`src/rtl/dsm_pkg.sv`:
```
package dsm_pkg;

  typedef enum logic [1:0] {
    ORD_FOURTH = 2'd0,
    ORD_HOLD   = 2'd1,
    ORD_SECOND = 2'd2,
    ORD_THIRD  = 2'd3
  } ord_e;

  typedef enum logic [1:0] {
    DTH_WEAK   = 2'd0,
    DTH_RSVD   = 2'd1,
    DTH_STRONG = 2'd2,
    DTH_OFF    = 2'd3
  } dth_e;

  // number of cascade stages an order code switches on
  function automatic int unsigned order_stages(ord_e o);
    case (o)
      ORD_FOURTH: return 4;
      ORD_SECOND: return 2;
      ORD_THIRD:  return 3;
      default:    return 0;
    endcase
  endfunction

endpackage

```
`src/rtl/dsm_acc_stage.sv`:
```
module dsm_acc_stage #(
  parameter int W = 22
) (
  input  logic         clk,
  input  logic         rst_n,
  input  logic         clr,
  input  logic         en,
  input  logic         active,
  input  logic [W-1:0] add_in,
  input  logic         dith_in,
  input  logic [W-1:0] den,
  output logic [W-1:0] acc_nxt,
  output logic         carry
);

  logic [W-1:0] acc_q, acc_d;
  logic [W:0]   sum;
  logic [W-1:0] wrap;

  // sum is at most 2*den-1, so one subtraction restores the residue
  always_comb begin
    sum     = {1'b0, acc_q} + {1'b0, add_in} + {{W{1'b0}}, dith_in};
    wrap    = sum[W-1:0] - den;
    carry   = active && (sum >= {1'b0, den});
    if (!active)   acc_nxt = acc_q;
    else if (carry) acc_nxt = wrap;
    else            acc_nxt = sum[W-1:0];
  end

  always_comb begin
    if (clr)     acc_d = '0;
    else if (en) acc_d = acc_nxt;
    else         acc_d = acc_q;
  end

  always_ff @(posedge clk or negedge rst_n) begin
    if (!rst_n) acc_q <= '0;
    else        acc_q <= acc_d;
  end

  AST_RESIDUE_BELOW_DEN: assert property (@(posedge clk) disable iff (!rst_n)
    (en && active) |-> (acc_q < den));
  AST_RESIDUE_CLEARED: assert property (@(posedge clk) disable iff (!rst_n)
    clr |=> (acc_q == '0));

endmodule

```
`src/rtl/dsm_noise_shaper.sv`:
```
module dsm_noise_shaper #(
  parameter int STAGES = 4,
  parameter int OUT_W  = STAGES + 1
) (
  input  logic                    clk,
  input  logic                    rst_n,
  input  logic                    clr,
  input  logic                    en,
  input  logic [STAGES-1:0]       carry,
  output logic signed [OUT_W-1:0] y_o
);

  localparam int PAD = OUT_W - 1;

  logic signed [OUT_W-1:0] y    [STAGES];
  logic signed [OUT_W-1:0] yd_q [1:STAGES-1];
  logic signed [OUT_W-1:0] yd_d [1:STAGES-1];

  // deepest stage passes its carry straight up
  assign y[STAGES-1] = $signed({{PAD{1'b0}}, carry[STAGES-1]});

  // each shallower stage adds the first difference of the one below
  for (genvar k = 0; k < STAGES - 1; k++) begin : g_merge
    assign y[k] = $signed({{PAD{1'b0}}, carry[k]}) + y[k+1] - yd_q[k+1];
  end

  for (genvar k = 1; k < STAGES; k++) begin : g_delay
    always_comb begin
      if (clr)     yd_d[k] = '0;
      else if (en) yd_d[k] = y[k];
      else         yd_d[k] = yd_q[k];
    end

    always_ff @(posedge clk or negedge rst_n) begin
      if (!rst_n) yd_q[k] <= '0;
      else        yd_q[k] <= yd_d[k];
    end

    AST_HISTORY_CLEARED: assert property (@(posedge clk) disable iff (!rst_n)
      clr |=> (yd_q[k] == '0));
  end

  assign y_o = y[0];

endmodule

```
`src/rtl/dsm_dither_gen.sv`:
```
module dsm_dither_gen
  import dsm_pkg::*;
#(
  parameter logic [15:0] SEED  = 16'hACE1,
  parameter int          CNT_W = 3
) (
  input  logic clk,
  input  logic rst_n,
  input  logic clr,
  input  logic en,
  input  dth_e mode,
  input  logic allow,
  output logic bit_o
);

  logic [15:0]      lfsr_q, lfsr_d, lfsr_adv;
  logic [CNT_W-1:0] cnt_q, cnt_d;
  logic             inject;

  always_comb begin
    lfsr_adv = {lfsr_q[14:0], lfsr_q[15] ^ lfsr_q[13] ^ lfsr_q[12] ^ lfsr_q[10]};
    inject   = allow && ((mode == DTH_STRONG) ||
                         ((mode == DTH_WEAK) && (cnt_q == '0)));
    bit_o    = inject && lfsr_q[0];
  end

  always_comb begin
    if (clr) begin
      lfsr_d = SEED;
      cnt_d  = '0;
    end else if (en) begin
      lfsr_d = lfsr_adv;
      cnt_d  = cnt_q + CNT_W'(1);
    end else begin
      lfsr_d = lfsr_q;
      cnt_d  = cnt_q;
    end
  end

  always_ff @(posedge clk or negedge rst_n) begin
    if (!rst_n) begin
      lfsr_q <= SEED;
      cnt_q  <= '0;
    end else begin
      lfsr_q <= lfsr_d;
      cnt_q  <= cnt_d;
    end
  end

  AST_WEAK_CADENCE: assert property (@(posedge clk) disable iff (!rst_n)
    ((mode == DTH_WEAK) && bit_o) |-> (cnt_q == '0));
  AST_QUIET_CODES: assert property (@(posedge clk) disable iff (!rst_n)
    ((mode == DTH_OFF) || (mode == DTH_RSVD)) |-> !bit_o);
  AST_SEED_AFTER_CLEAR: assert property (@(posedge clk) disable iff (!rst_n)
    clr |=> (lfsr_q == SEED));

endmodule

```
`src/rtl/dsm_frac_seq.sv`:
```
module dsm_frac_seq
  import dsm_pkg::*;
#(
  parameter int          FRAC_W   = 22,
  parameter int          NARROW_W = 12,
  parameter int          STAGES   = 4,
  parameter logic [15:0] LFSR_SEED = 16'hACE1,
  parameter int          WEAK_LG  = 3
) (
  input  logic                           clk,
  input  logic                           rst_n,
  input  logic                           cfg_load,
  input  logic [1:0]                     cfg_order,
  input  logic [1:0]                     cfg_dither,
  input  logic                           cfg_wide,
  input  logic [FRAC_W-1:0]              cfg_num,
  input  logic [FRAC_W-1:0]              cfg_den,
  output logic signed [STAGES:0]         ofs,
  output logic                           ofs_vld
);

  localparam int OFS_W = STAGES + 1;
  localparam int EXT_W = FRAC_W - NARROW_W;
  localparam int NW    = $clog2(STAGES + 1);

  // captured configuration
  logic              loaded_q, loaded_d;
  logic              hold_q, hold_d;
  dth_e              dth_q, dth_d;
  logic [FRAC_W-1:0] num_q, num_d;
  logic [FRAC_W-1:0] den_q, den_d;
  logic [STAGES-1:0] act_q, act_d;
  logic [NW-1:0]     n_q, n_d;

  logic [FRAC_W-1:0] num_eff, den_eff;
  int unsigned       n_sel;

  logic              step_en;
  logic              dith_bit;
  logic [STAGES-1:0] carry;
  logic [FRAC_W-1:0] nxt [STAGES];
  logic signed [OFS_W-1:0] shaped;

  logic signed [OFS_W-1:0] ofs_d;
  logic                    vld_d;

  // ---------------- configuration capture ----------------
  always_comb begin
    num_eff = cfg_wide ? cfg_num : {{EXT_W{1'b0}}, cfg_num[NARROW_W-1:0]};
    den_eff = cfg_wide ? cfg_den : {{EXT_W{1'b0}}, cfg_den[NARROW_W-1:0]};
    n_sel   = order_stages(ord_e'(cfg_order));
  end

  always_comb begin
    loaded_d = loaded_q;
    hold_d   = hold_q;
    dth_d    = dth_q;
    num_d    = num_q;
    den_d    = den_q;
    act_d    = act_q;
    n_d      = n_q;
    if (cfg_load) begin
      loaded_d = 1'b1;
      hold_d   = (ord_e'(cfg_order) == ORD_HOLD) || (den_eff == '0) ||
                 (num_eff >= den_eff);
      dth_d    = dth_e'(cfg_dither);
      num_d    = num_eff;
      den_d    = den_eff;
      n_d      = NW'(n_sel);
      for (int j = 0; j < STAGES; j++) begin
        act_d[j] = (j < int'(n_sel));
      end
    end
  end

  always_ff @(posedge clk or negedge rst_n) begin
    if (!rst_n) begin
      loaded_q <= 1'b0;
      hold_q   <= 1'b1;
      dth_q    <= DTH_OFF;
      num_q    <= '0;
      den_q    <= '0;
      act_q    <= '0;
      n_q      <= '0;
    end else begin
      loaded_q <= loaded_d;
      hold_q   <= hold_d;
      dth_q    <= dth_d;
      num_q    <= num_d;
      den_q    <= den_d;
      act_q    <= act_d;
      n_q      <= n_d;
    end
  end

  assign step_en = loaded_q && !cfg_load && !hold_q;

  // ---------------- dither source ----------------
  dsm_dither_gen #(
    .SEED  (LFSR_SEED),
    .CNT_W (WEAK_LG)
  ) u_dither (
    .clk   (clk),
    .rst_n (rst_n),
    .clr   (cfg_load),
    .en    (step_en),
    .mode  (dth_q),
    .allow (num_q != '0),
    .bit_o (dith_bit)
  );

  // ---------------- accumulator cascade ----------------
  for (genvar g = 0; g < STAGES; g++) begin : g_stage
    logic [FRAC_W-1:0] feed;
    logic              dbit;
    if (g == 0) begin : g_head
      assign feed = num_q;
      assign dbit = dith_bit;
    end else begin : g_body
      assign feed = nxt[g-1];
      assign dbit = 1'b0;
    end

    dsm_acc_stage #(
      .W (FRAC_W)
    ) u_acc (
      .clk     (clk),
      .rst_n   (rst_n),
      .clr     (cfg_load),
      .en      (step_en),
      .active  (act_q[g]),
      .add_in  (feed),
      .dith_in (dbit),
      .den     (den_q),
      .acc_nxt (nxt[g]),
      .carry   (carry[g])
    );
  end

  // ---------------- carry merge ----------------
  dsm_noise_shaper #(
    .STAGES (STAGES),
    .OUT_W  (OFS_W)
  ) u_shape (
    .clk   (clk),
    .rst_n (rst_n),
    .clr   (cfg_load),
    .en    (step_en),
    .carry (carry),
    .y_o   (shaped)
  );

  // ---------------- output register ----------------
  always_comb begin
    ofs_d = ofs;
    vld_d = ofs_vld;
    if (cfg_load) begin
      ofs_d = '0;
      vld_d = 1'b0;
    end else if (loaded_q) begin
      vld_d = 1'b1;
      ofs_d = hold_q ? '0 : shaped;
    end
  end

  always_ff @(posedge clk or negedge rst_n) begin
    if (!rst_n) begin
      ofs     <= '0;
      ofs_vld <= 1'b0;
    end else begin
      ofs     <= ofs_d;
      ofs_vld <= vld_d;
    end
  end

  // ---------------- checks ----------------
  int span_hi, span_lo;
  always_comb begin
    span_hi = (n_q == '0) ? 0 : (1 << (int'(n_q) - 1));
    span_lo = (n_q == '0) ? 0 : -(span_hi - 1);
  end

  AST_HOLD_ZERO: assert property (@(posedge clk) disable iff (!rst_n)
    (ofs_vld && hold_q) |-> (ofs == '0));
  AST_OFFSET_SPAN: assert property (@(posedge clk) disable iff (!rst_n)
    (ofs_vld && !hold_q) |-> ((int'(ofs) <= span_hi) && (int'(ofs) >= span_lo)));
  AST_TAIL_RESIDUE: assert property (@(posedge clk) disable iff (!rst_n)
    step_en |-> (nxt[STAGES-1] < den_q));
  AST_LOAD_DROPS_VALID: assert property (@(posedge clk) disable iff (!rst_n)
    cfg_load |=> (!ofs_vld && (ofs == '0)));
  AST_VALID_FOLLOWS: assert property (@(posedge clk) disable iff (!rst_n)
    (!cfg_load && $past(cfg_load)) |=> ofs_vld);
  AST_NO_DITH_ZERO_NUM: assert property (@(posedge clk) disable iff (!rst_n)
    (num_q == '0) |-> !dith_bit);
  AST_IDLE_BEFORE_LOAD: assert property (@(posedge clk) disable iff (!rst_n)
    !loaded_q |-> (!ofs_vld && (ofs == '0)));

endmodule

```
`config.mk`:
```
export PLATFORM = sky130hd
export DESIGN_NAME = dsm_frac_seq
export DESIGN_NICKNAME = d
export VERILOG_FILES = /design/src/rtl/dsm_pkg.sv /design/src/rtl/dsm_acc_stage.sv /design/src/rtl/dsm_noise_shaper.sv /design/src/rtl/dsm_dither_gen.sv /design/src/rtl/dsm_frac_seq.sv
export SDC_FILE = /design/constraint.sdc
export NUM_CORES = 1
export LEC_CHECK = 0
export CORE_UTILIZATION = 40
export CTS_CLUSTER_SIZE = 28
export DETAILED_ROUTE_END_ITERATION = 8
export PLACE_DENSITY = 0.68
export SKIP_CTS_REPAIR_TIMING = 1
export SLEW_MARGIN = 0
export SYNTH_ARGS = -nofsm -noshare
export SYNTH_HDL_FRONTEND = slang
export SYNTH_HIERARCHICAL = 1
export SYNTH_SLANG_ARGS = --single-unit
```
`constraint.sdc`:
```
create_clock -name clk -period 19.2 [get_ports clk]
set_input_delay 3.84 -clock clk [delete_from_list [all_inputs] [get_ports clk]]
set_output_delay 3.84 -clock clk [all_outputs]
set_load 0.01 [all_outputs]
```
==> impl_metrics.json <==
{
  "status": "finished, violations left",
  "failed_checks": "negative setup slack",
  "cts.clk_slew.worst_paths_ps": 80,
  "layout_min_cycle_time_ps": 20390,
  "tightest_slew_ps": 908,
  "cts_sinks": 173,
  "cp.arrival_ps": 20780,
  "r2r_start": "g_stage[0].feed[21]",
  "hpwl_um": 49100,
  "root_buffer": "clkbuf_16",
  "dpl_cell_area_um2": 24300,
  "drt_wl_total_um": 62900,
  "cts_tree": "built",
  "io_pins": 58,
  "syn_area_um2": 19200,
  "antenna_found_initial": 0,
  "min_to": "ofs_vld",
  "crit_fanout": 5,
  "start_util_pct": 41.0,
  "min_from": "ofs_vld",
  "synth_cells": 2352,
  "die_area_um2": 49000,
  "regToRegSetupSlack_ps": -1190,
  "cp-start-kind": "register",
  "grt_usage_pct": 25.2,
  "finClkSkew_ps": 13.8,
  "hp-class": "register to register",
  "dr.pass1.iters": 6,
  "fillers": 4146,
  "die_h_um": 221,
  "io_buffers": 57,
  "finalCritPeriodShare_pct": 106,
  "slew_viol_final": 0,
  "drtIter0Drc": 1265,
  "hold_viol_final": 0,
  "cts_max_path_buffers": 2,
  "required_ps": 19590,
  "insertion_delay_ps": 510,
  "place.gp.congestion": 0.939,
  "core_um2": 47000,
  "diodes": 0,
  "syn_avg_cell_area_um2": 8.18,
  "die_w_um": 221,
  "endpoint_kind": "register",
  "preCtsSetupSlack_ps": -1560,
  "rsz0062_at_grt": "yes",
  "relSlewSlack_pct": 39.5,
  "drc": 0,
  "final_cells": 3540,
  "vias": 19900,
  "slowest_delay_ps": 530,
  "cts-htree-levels": 4,
  "finalWorstSetupSlack_ps": -1190,
  "cp_num_buf_inv": 12,
  "critPathTopFamily": "compound AO/OA/AOI/OAI gates",
  "viasPerCell": 5.61,
  "cp_common_cell": "fa_2",
  "crit_slowest_cell": "or4_4",
  "layout-drive-gt1-share_pct": 28.3,
  "grt_pass1_vias": 19300,
  "layout.nets": 3203,
  "worstSetupPathType": "register to register",
  "grt_start_max_net_pins": 78,
  "core.rowCount": 79,
  "place_inst": 3473,
  "overflow": 0,
  "ff2ff_path_depth": 93,
  "setup_viol": 8,
  "cts-buffers-inserted": 17,
  "fmax_mhz": 49.0,
  "final_antenna_net_count": 0,
  "max_cap_violations": 0,
  "regToRegEndpoint": "ofs[4]",
  "synth_warnings": 6,
  "area_growth_pct": 34.8,
  "design_area_um2": 25900,
  "hold_path_depth": 2,
  "grt_pass1_wl_um": 99300,
  "drt-wirelength-per-cell_um": 17.8
}
==> worst max-delay path by stage <==
stage	start	cells after the start	slack [ps]	endpoint
5_1_grt	g_stage[0].feed[21]	93	-1800	ofs[4]
3_3_place_gp	g_stage[0].feed[0]	86	-1150	ofs[4]
2_1_floorplan	g_stage[0].feed[4]	91	110	ofs[4]
6_report	g_stage[0].feed[21]	93	-1190	ofs[4]
4_1_cts	g_stage[0].feed[0]	87	-1630	ofs[4]
3_5_place_dp	g_stage[0].feed[0]	87	-1560	ofs[4]
==> cells in the final DEF (no fill, tap or decap), drive strengths merged, types with 14 or more instances in the layout <==
| cell type | instances |
|---|---|
| a21oi | 210 |
| xnor2 | 67 |
| a21boi | 20 |
| a211o | 14 |
| clkdlybuf4s50 | 55 |
| o311ai | 15 |
| ha | 217 |
| a21o | 71 |
| nand2 | 142 |
| fa | 14 |
| xor2 | 53 |
| o21ai | 94 |
| inv | 198 |
| mux2i | 110 |
| nand4 | 24 |
| nor3 | 30 |
| and3 | 29 |
| a31oi | 38 |
| nand2b | 21 |
| o21bai | 15 |
| a211oi | 83 |
| o211ai | 19 |
| o21a | 25 |
| dfrtp | 162 |
| or3 | 19 |
| nor4 | 20 |
| nand3 | 51 |
| and2 | 35 |
| mux2 | 47 |
| nor2 | 254 |
| buf | 586 |
| clkbuf | 19 |
| nor2b | 14 |
==> per-layer routing <==
layer	global-route usage, %	part of all wire, %	vias up
met5	0	0	-
met4	10.7	3.8	0
met3	3.65	5.2	117
met2	41.4	46	560
met1	33.0	45	9493
li1	-	-	9702
==> cell type report <==
| cell class | instances | area (um^2) | area share (%) |
|---|---|---|---|
| clock buffers | 17 | 425 | 1.64 |
| clock inverters | 15 | 176 | 0.681 |
| inverters | 191 | 719 | 2.78 |
| multi-input cells | 1894 | 14500 | 55.8 |
| flip-flops and latches | 173 | 4340 | 16.8 |
| well taps | 607 | 759 | 2.93 |
| repair buffers | 643 | 5040 | 19.4 |
==> stage by stage <==
step | utilization (%) | TNS [ps] | hold WS [ps]
floorplan | - | 0 | 468
global placement | 51.8 | -3790 | 479
detailed placement | 51.8 | -6550 | 493
CTS | 53.1 | -7090 | 513
global route | 55.2 | -9790 | 530
finish | 55.2 | -4550 | 508
==> worst register-to-register path, delay by kind of cell, from the launching register on <==
kind / cells / cell delay [ps]
AO/OA/AOI/OAI: 27 / 7590
flip-flops: 1 / 400
adder cells (fa/ha/maj): 19 / 5620
AND/OR/NAND/NOR: 26 / 3590
multiplexers: 6 / 1360
buffers and inverters: 12 / 1130
XOR/XNOR: 3 / 600
==> state kept, by name, summed over array words and instances, names as in the netlist <==
| name | cells |
|---|---|
| g_stage.u_acc/acc_q | 88 |
| ofs_vld | 1 |
| u_shape/yd_q | 9 |
| loaded_q | 1 |
| u_dither/cnt_q | 3 |
| den_q | 22 |
| act_q | 3 |
| dth_q | 2 |
| u_dither/lfsr_q | 16 |
| ofs | 5 |
| g_stage.feed | 22 |
| hold_q | 1 |
Power is not shown: default switching activity piles up to over one toggle a cycle in this logic, so the estimate is an artifact.
